$ cat src/rtl/pin_bank_pkg.sv
package pin_bank_pkg;
  localparam int ADDR_W = 8;
  // Offsets decoded by software drivers; kept fixed.
  localparam logic [ADDR_W-1:0] OFF_SAMPLED = 8'h04;
  localparam logic [ADDR_W-1:0] OFF_DRIVE   = 8'h0C;
  localparam logic [ADDR_W-1:0] OFF_ENABLE  = 8'h10;
  localparam logic [ADDR_W-1:0] OFF_SMASK   = 8'h58;
  localparam logic [ADDR_W-1:0] OFF_EN_SET  = 8'h70;
  localparam logic [ADDR_W-1:0] OFF_EN_CLR  = 8'h74;

  typedef enum logic [2:0] {
    SEL_NONE, SEL_SAMPLED, SEL_DRIVE, SEL_ENABLE, SEL_SMASK, SEL_EN_SET, SEL_EN_CLR
  } reg_sel_e;

  function automatic reg_sel_e decode(input logic [ADDR_W-1:0] a);
    case (a)
      OFF_SAMPLED: return SEL_SAMPLED;
      OFF_DRIVE:   return SEL_DRIVE;
      OFF_ENABLE:  return SEL_ENABLE;
      OFF_SMASK:   return SEL_SMASK;
      OFF_EN_SET:  return SEL_EN_SET;
      OFF_EN_CLR:  return SEL_EN_CLR;
      default:     return SEL_NONE;
    endcase
  endfunction
endpackage

$ cat src/rtl/pin_sync.sv
module pin_sync #(
  parameter int WIDTH  = 32,
  parameter int STAGES = 2
) (
  input  logic             clk,
  input  logic [WIDTH-1:0] async_in,
  output logic [WIDTH-1:0] sync_out
);
  logic [WIDTH-1:0] stage_q [STAGES];

  always_ff @(posedge clk) stage_q[0] <= async_in;

  for (genvar s = 1; s < STAGES; s++) begin : g_stage
    always_ff @(posedge clk) stage_q[s] <= stage_q[s-1];
  end

  assign sync_out = stage_q[STAGES-1];
endmodule

$ cat src/rtl/pin_ctrl_regs.sv
module pin_ctrl_regs
  import pin_bank_pkg::*;
#(
  parameter int NPIN = 32
) (
  input  logic            clk,
  input  logic            rst,
  input  logic            wr_en,
  input  reg_sel_e        wr_sel,
  input  logic [NPIN-1:0] wr_data,
  output logic [NPIN-1:0] drive_q,
  output logic [NPIN-1:0] enable_q,
  output logic [NPIN-1:0] smask_q
);
  logic [NPIN-1:0] enable_d;

  always_comb begin
    enable_d = enable_q;
    if (wr_en) begin
      unique case (wr_sel)
        SEL_ENABLE: enable_d = wr_data;
        SEL_EN_SET: enable_d = enable_q | wr_data;
        SEL_EN_CLR: enable_d = enable_q & ~wr_data;
        default:    enable_d = enable_q;
      endcase
    end
  end

  always_ff @(posedge clk) begin
    if (rst) begin
      drive_q  <= '0;
      enable_q <= '0;
      smask_q  <= '0;
    end else begin
      enable_q <= enable_d;
      if (wr_en && wr_sel == SEL_DRIVE) drive_q <= wr_data;
      if (wr_en && wr_sel == SEL_SMASK) smask_q <= wr_data;
    end
  end
endmodule

$ cat src/rtl/pin_read_mux.sv
module pin_read_mux
  import pin_bank_pkg::*;
#(
  parameter int NPIN = 32
) (
  input  reg_sel_e        rd_sel,
  input  logic [NPIN-1:0] sampled,
  input  logic [NPIN-1:0] drive_q,
  input  logic [NPIN-1:0] enable_q,
  input  logic [NPIN-1:0] smask_q,
  output logic [NPIN-1:0] rd_data
);
  always_comb begin
    unique case (rd_sel)
      SEL_SAMPLED: rd_data = sampled & smask_q;
      SEL_DRIVE:   rd_data = drive_q;
      SEL_ENABLE:  rd_data = enable_q;
      SEL_SMASK:   rd_data = smask_q;
      default:     rd_data = '0;
    endcase
  end
endmodule

$ cat src/rtl/pin_bank32.sv
module pin_bank32
  import pin_bank_pkg::*;
#(
  parameter int NPIN = 32
) (
  input  logic              clk,
  input  logic              rst,
  input  logic [ADDR_W-1:0] bus_addr,
  input  logic              bus_we,
  input  logic [NPIN-1:0]   bus_wdata,
  output logic [NPIN-1:0]   bus_rdata,
  input  logic [NPIN-1:0]   pad_in,
  output logic [NPIN-1:0]   pad_out,
  output logic [NPIN-1:0]   pad_oe
);
  reg_sel_e        sel;
  logic [NPIN-1:0] pad_sync;
  logic [NPIN-1:0] drive_q, enable_q, smask_q;

  assign sel = decode(bus_addr);

  pin_sync #(.WIDTH(NPIN), .STAGES(2)) u_sync (
    .clk(clk), .async_in(pad_in), .sync_out(pad_sync)
  );

  pin_ctrl_regs #(.NPIN(NPIN)) u_regs (
    .clk(clk), .rst(rst), .wr_en(bus_we), .wr_sel(sel), .wr_data(bus_wdata),
    .drive_q(drive_q), .enable_q(enable_q), .smask_q(smask_q)
  );

  pin_read_mux #(.NPIN(NPIN)) u_rmux (
    .rd_sel(sel), .sampled(pad_sync), .drive_q(drive_q),
    .enable_q(enable_q), .smask_q(smask_q), .rd_data(bus_rdata)
  );

  assign pad_out = drive_q;
  assign pad_oe  = enable_q;
endmodule

$ cat config.mk
export PLATFORM = sky130hd
export DESIGN_NAME = pin_bank32
export DESIGN_NICKNAME = d
export VERILOG_FILES = /design/src/rtl/pin_bank_pkg.sv /design/src/rtl/pin_sync.sv /design/src/rtl/pin_ctrl_regs.sv /design/src/rtl/pin_read_mux.sv /design/src/rtl/pin_bank32.sv
export SDC_FILE = /design/constraint.sdc
export NUM_CORES = 1
export LEC_CHECK = 0
export ABC_AREA = 0
export BUFFER_PORTS_ARGS = -buffer_cell sky130_fd_sc_hd__buf_4
export CAP_MARGIN = 20
export CELL_PAD_IN_SITES_DETAIL_PLACEMENT = 0
export CELL_PAD_IN_SITES_GLOBAL_PLACEMENT = 1
export CORE_ASPECT_RATIO = 1.1
export CORE_UTILIZATION = 40
export CTS_BUF_LIST = sky130_fd_sc_hd__clkbuf_2 sky130_fd_sc_hd__clkbuf_4 sky130_fd_sc_hd__clkbuf_8
export CTS_CLUSTER_DIAMETER = 120
export DETAILED_ROUTE_END_ITERATION = 6
export PLACE_DENSITY = 0.91
export RECOVER_POWER = 25
export SLEW_MARGIN = 25
export SYNTH_ARGS = -nofsm -noshare
export SYNTH_HDL_FRONTEND = slang
export SYNTH_HIERARCHICAL = 1
export SYNTH_SLANG_ARGS = --single-unit
$ cat constraint.sdc
create_clock -name clk -period 3.24 [get_ports clk]
set_input_delay 0.324 -clock clk [delete_from_list [all_inputs] [get_ports clk]]
set_output_delay 0.324 -clock clk [all_outputs]
set_load 0.03 [all_outputs]
### After elaboration in Yosys (flattened, before gate mapping)

Memory sizes are Yosys's and may differ from the RTL's.
Cells that the tools add are included.

| operators by class | value |
|---|---|
| reductions and logical operators | 4 |
| muxes and demuxes | 3 |
| bitwise logic cells | 4 |
| eq/ne operators | 12 |

Operators with widths:

| cell | count |
|---|---|
| 32-bit case mux with 4 select lines | 1 |
| 32-bit case mux with 3 select lines | 1 |
| 32-bit AND | 2 |
| 32-bit inverter | 1 |
| 32-bit OR | 1 |
| 8-bit by 7-bit equality test with 1-bit output (second input constant) | 3 |
| 3-bit case mux with 6 select lines | 1 |
| 3-bit equality test (second input constant) | 3 |
| 8-bit by 3-bit equality test with 1-bit output (second input constant) | 1 |
| 8-bit by 4-bit equality test with 1-bit output (second input constant) | 1 |
| 8-bit by 5-bit equality test with 1-bit output (second input constant) | 1 |
| 3-bit by 2-bit equality test with 1-bit output (second input constant) | 2 |
| 3-bit by 1-bit equality test with 1-bit output (second input constant) | 1 |
| 3-bit nonzero test | 1 |
| 1-bit logical AND | 2 |
| 2-bit AND reduction | 1 |

| storage, ports and cells | value |
|---|---|
| register bits | 96 |
| input bits | 75 |
| output and inout port bits | 96 |
| logic and storage cells | 27 |
| bits in writable memories | 64 |
| memories | 1 |

Memory list:

| name | words | width | read ports | clocked after memory_dff | write ports | RTL line | source |
|---|---|---|---|---|---|---|---|
| u_sync.stage_q | 2 | 32 | 2 | 0 | 2 | pin_sync.sv:9 | `logic [WIDTH-1:0] stage_q [STAGES];` |

### Logic depth before layout (Yosys ltp)

| depth | value |
|---|---|
| word-level depth | 5 |
| gate-level depth with buffers | 8 |
| gate-level depth less buffers | 6 |

### By module

The synthesis kept the hierarchy.

By module, submodules not included:

| module | area each (um2) | cells an instance | instances | sequential area each (um2) |
|---|---|---|---|---|
| pin_ctrl_regs | 3,756.1 | 432 | 1 | 1,921.8 |
| pin_sync | 1,521.5 | 96 | 1 | 1,281.2 |
| pin_read_mux | 860.8 | 121 | 1 | 0.0 |
| pin_bank32 | 96.3 | 15 | 1 | 0.0 |

### Least setup slack after synthesis

Ideal clock, no wire load.

| path | value |
|---|---|
| path type | input port to output port |
| start | input bus_addr[1] |
| end | output bus_rdata[0] |
| setup slack | 0.435 ns |
| arrival | 2.481 ns |
| cell stages on the path | 6 |
| required time | 2.916 ns |
| path buffers | 1 |
| cells stage by stage | or3_1 -> nor3_1 -> nor3b_2 -> buf_2 -> a32oi_1 -> o21ai_1 |

| between the ends | value |
|---|---|
| cells in the longest elaborated chain, start to end | 4 |

Ends and longest elaborated chain:

| element | RTL line | source |
|---|---|---|
| from (decl) | pin_bank32.sv:8 | `input logic [ADDR_W-1:0] bus_addr,` |
| 8-bit by 7-bit equality test with 1-bit output, or another cell as far along | pin_bank_pkg.sv:16 | `case (a)` |
| 3-bit case mux with 6 select lines (*) | pin_bank_pkg.sv:16 |  |
| net sel[2] | pin_bank32.sv:16 | `reg_sel_e sel;` |
| 3-bit equality test, or another cell as far along | pin_read_mux.sv:14 | `unique case (rd_sel)` |
| 32-bit case mux with 4 select lines (*) | pin_read_mux.sv:14 |  |
| to (decl) | pin_bank32.sv:11 | `output logic [NPIN-1:0] bus_rdata,` |

Mark *: on every way through the listed nets, which the timed path passes. The rest lies on a longest branch.

### Worst setup path in the final report

| path | value |
|---|---|
| start | input bus_addr[4] |
| end | output bus_rdata[4] |

Same word-level chain as after synthesis.

==> summary.md <==
The flow ran to the end, and the final reports show no timing, DRC or antenna violations. After detailed routing, the average wire length per cell comes to 17.3 um. For the number of buffers added for setup after CTS, the log shows 0.

The source of the worst register-to-register timing path was u_regs/enable_q[2]. TritonCTS built the clock tree. IR analysis of the VDD net gives a maximum drop of 0.373 mV. The final worst clock skew is 8.91 ps, and the power density over cell area is 438 nW/um^2. After detailed placement, the design holds a cell count of 964. STA puts the critical path data required time at 2920 ps. Average cell area after synthesis: 9.39 um^2.

The width of the die is 121 um, and the maximum clock frequency is 342 MHz. Dividing the final minimum period by the clock period gives 90.3%. Post-synthesis cell type count: 35.

Summed over all cells, the static leakage comes to 3.16 nW. The final count of negative-setup-slack endpoints came out at 0. The number of antenna violations at the first check in global routing is 0.

The path class of the tightest hold or removal check is in -> reg. Fill cells in the final layout number 1385. Yosys attributes the largest share of cell area to sky130_fd_sc_hd__dfxtp_1, sky130_fd_sc_hd__a32oi_1, sky130_fd_sc_hd__nand2_1. The first TritonRoute pass finished after 5 iterations. In this run the register-to-register setup slack is 2310 ps. Clock-pin slew was measured on the worst setup and hold paths at 80 ps. The logs give 5308 for the via count of the first global-routing pass and 54.5% for the share of the core filled with cells.

STA classifies the critical path startpoint as an input pin. Along the worst path, the maximum fanout reaches 31. The sink count of the clock tree was 160; the path depth of the worst reg2reg path was 2. The endpoint type of the worst setup path is an output pin.

After detailed routing, the wire length on met1 is 7680 um. Leaving out fill and tap cells, the most frequent cell in the layout is sky130_fd_sc_hd__dfxtp_1. The warning count from the yosys run was 6. For this run, the number of standard cells in the final layout without fillers is 1028.

The post-route netlist has 28.4% of its cells at a drive strength greater than 1. The tools report the final number of hold-violating endpoints as 0. The total negative slack is 0 ps, and the minimum clock period after layout is 2930 ps. Relative to the synthesized area, the layout overhead comes to 32.1%. The half-perimeter wire length after placement is 11400 um. The number of instances in the synthesized netlist was 664; the slew at the pin closest to its max-slew limit was 880 ps. The weighted congestion at the end of routability-driven global placement came out at 0.740. After the first detailed-routing iteration, the DRC count stood at 326. Counting every net in the synthesized netlist gives 739. Global routing finished with a remaining overflow of 0. Setup repair after global routing left no endpoint under its margin. The floorplan step defined a die boundary enclosing 16100 um^2. The total length of routed met3 wires was 1120 um; the post-cts resize count was 0. Of the synthesized area, sequential elements account for 51.4%. Endpoint of the worst hold-timing path: u_regs/drive_q[7].

For this configuration, the core starts out at a cell density of 41.3%. The number of standard-cell rows in the floorplan is 47. The area share of the largest cell type after synthesis was 51.4%; the remaining routing DRC violations was 0. On the final layout, the worst hold slack is 147 ps.

For the standard cell core area, the log shows 15100 um^2. The final layout contains 894 nets. The run gives 2600 ps as the worst path arrival time. In the layout the commonest cells are sky130_fd_sc_hd__dfxtp_1, sky130_fd_sc_hd__buf_4, sky130_fd_sc_hd__nand2_1.

The number of routed nets with antenna violations is 0. The detailed-route via count came out at 5621. Library cell used as clock root buffer: sky130_fd_sc_hd__clkbuf_8. Detailed routing placed a total of 8780 um of wire on met2.

Global routing used 22.3% of the available tracks. The leading area contributor after synthesis was sky130_fd_sc_hd__dfxtp_1. The logs give 6230 um^2 for the post-synthesis cell area and 46 for the largest net degree at the start of global routing. Synthesis inferred 160 register bits. The detailed router used layers up to and including met4. The first global-routing pass estimated 27900 um of wire.

The worst setup path is of the in -> out kind. In the final layout, the multi-input gates occupy 2610 um^2. Measured along the y axis, the die boundary spans 133 um. Total wirelength of the detailed-routed design: 17800 um. The number of clock buffers added by TritonCTS is 17. The quantity of I/O buffers inserted on ports works out to 170. Measured against its own limit, the worst slew margin works out to 41.2%. The number of hold buffers added after CTS was 32. The worst hold path stage count was 3. For this design the top-level I/O count stands at 171. The startpoint identified for the worst hold timing path is bus_wdata[7]. The tools report the destination of the worst register-to-register timing path as u_regs/enable_q[2]. CTS built an H-tree with a depth of 4.

The longest clock path from root to sink contains 2 buffers. Using the TritonRoute via totals, the vias-per-cell ratio works out to 5.47. The clock reaches the later pin of the worst-skew pair after 440 ps. The number of slew-limit violations in the final report was 0. The repair_antennas step left the layout with diodes totalling 0. The tools report the combined flip-flop and latch cell area as 3200 um^2. The tools report the reported max-cap violation count as 0.
through the flow:
stage	power (mW)	area [um^2]	setup WS (ps)
floorplan	2.14	6230	435
global placement	2.23	7540	364
detailed placement	2.23	7540	378
CTS	3.65	8240	356
global route	3.74	8240	138
finish	3.61	8240	314
cell usage after synthesis:
master	n
sky130_fd_sc_hd__nand3_1	1
sky130_fd_sc_hd__o211a_4	1
sky130_fd_sc_hd__dfxtp_1	160
sky130_fd_sc_hd__nand3b_1	1
sky130_fd_sc_hd__clkbuf_1	32
sky130_fd_sc_hd__mux2i_1	1
sky130_fd_sc_hd__nand2_1	130
sky130_fd_sc_hd__o21ai_0	1
sky130_fd_sc_hd__nor3_1	2
sky130_fd_sc_hd__and2b_1	1
sky130_fd_sc_hd__nor4bb_1	2
sky130_fd_sc_hd__buf_4	32
sky130_fd_sc_hd__or3b_1	1
sky130_fd_sc_hd__and3_1	1
sky130_fd_sc_hd__and4b_1	1
sky130_fd_sc_hd__buf_1	1
sky130_fd_sc_hd__buf_2	19
sky130_fd_sc_hd__nand4b_1	1
sky130_fd_sc_hd__a221o_1	32
sky130_fd_sc_hd__a21oi_1	66
sky130_fd_sc_hd__nor2b_1	34
sky130_fd_sc_hd__nor3b_1	33
sky130_fd_sc_hd__xor2_1	2
sky130_fd_sc_hd__nand4bb_1	3
sky130_fd_sc_hd__a2bb2oi_1	1
sky130_fd_sc_hd__buf_6	3
sky130_fd_sc_hd__or3_1	1
sky130_fd_sc_hd__mux2_2	1
sky130_fd_sc_hd__and3b_2	1
sky130_fd_sc_hd__inv_1	1
sky130_fd_sc_hd__nor2_1	2
sky130_fd_sc_hd__xnor2_1	1
sky130_fd_sc_hd__o21ai_1	32
sky130_fd_sc_hd__nor3b_2	1
sky130_fd_sc_hd__a32oi_1	62
power breakdown:
part,switching (mW),internal [mW]
Sequential,0.0126,2.01
Clock,0.703,0.694
Combinational,0.0859,0.102
Total,0.801,2.81
worst max path at each step:
stage	startpoint	endpoint	slack (ps)	depth (start not counted)
floorplan	bus_addr[1]	bus_rdata[0]	430	6
global placement	bus_addr[4]	bus_rdata[2]	360	9
detailed placement	bus_addr[4]	bus_rdata[6]	380	9
CTS	bus_addr[4]	bus_rdata[6]	360	9
global route	bus_addr[4]	bus_rdata[22]	140	9
finish	bus_addr[4]	bus_rdata[4]	310	9
state kept, by name (all words and copies together) (netlist names):
register,cells
u_regs/drive_q,32
u_regs/enable_q,32
u_regs/smask_q,32
u_sync/stage_q,64
cell type report:
| class | count | share of cell area (%) |
|---|---|---|
| Clock buffer | 24 | 3.63 |
| Timing Repair Buffer | 223 | 21.8 |
| Inverter | 1 | 0.0456 |
| Clock inverter | 8 | 0.957 |
| Sequential cell | 160 | 38.9 |
| Tap cell | 196 | 2.98 |
| Multi-Input combinational cell | 416 | 31.7 |
worst max-delay path: stages:
cell	delay, ps
sky130_fd_sc_hd__buf_4	100
sky130_fd_sc_hd__nand3_1	90
sky130_fd_sc_hd__or3b_1	350
sky130_fd_sc_hd__a21oi_1	160
sky130_fd_sc_hd__buf_4	250
sky130_fd_sc_hd__nor2b_4	770
sky130_fd_sc_hd__a32oi_1	210
sky130_fd_sc_hd__o21ai_1	140
sky130_fd_sc_hd__buf_4	190
per-layer routing:
metal,vias up,track usage (%)
li1,2680,-
met1,2690,27.6
met2,235,38.0
met3,16,4.22
met4,0,8.64
met5,-,0
kinds of logic (layout without fill, tap and decap cells):
kind of cell    count (synthesis)  after routing  synth area share [%]
buf+inv                        88            256                  7.97
xor+xnor                        3              3                 0.422
mux                             2              2                 0.341
simple gates                  216            216                  17.7
compound gates                195            195                  22.2
flops                         160            160                  51.4
(Power assumes the default switching activity.)
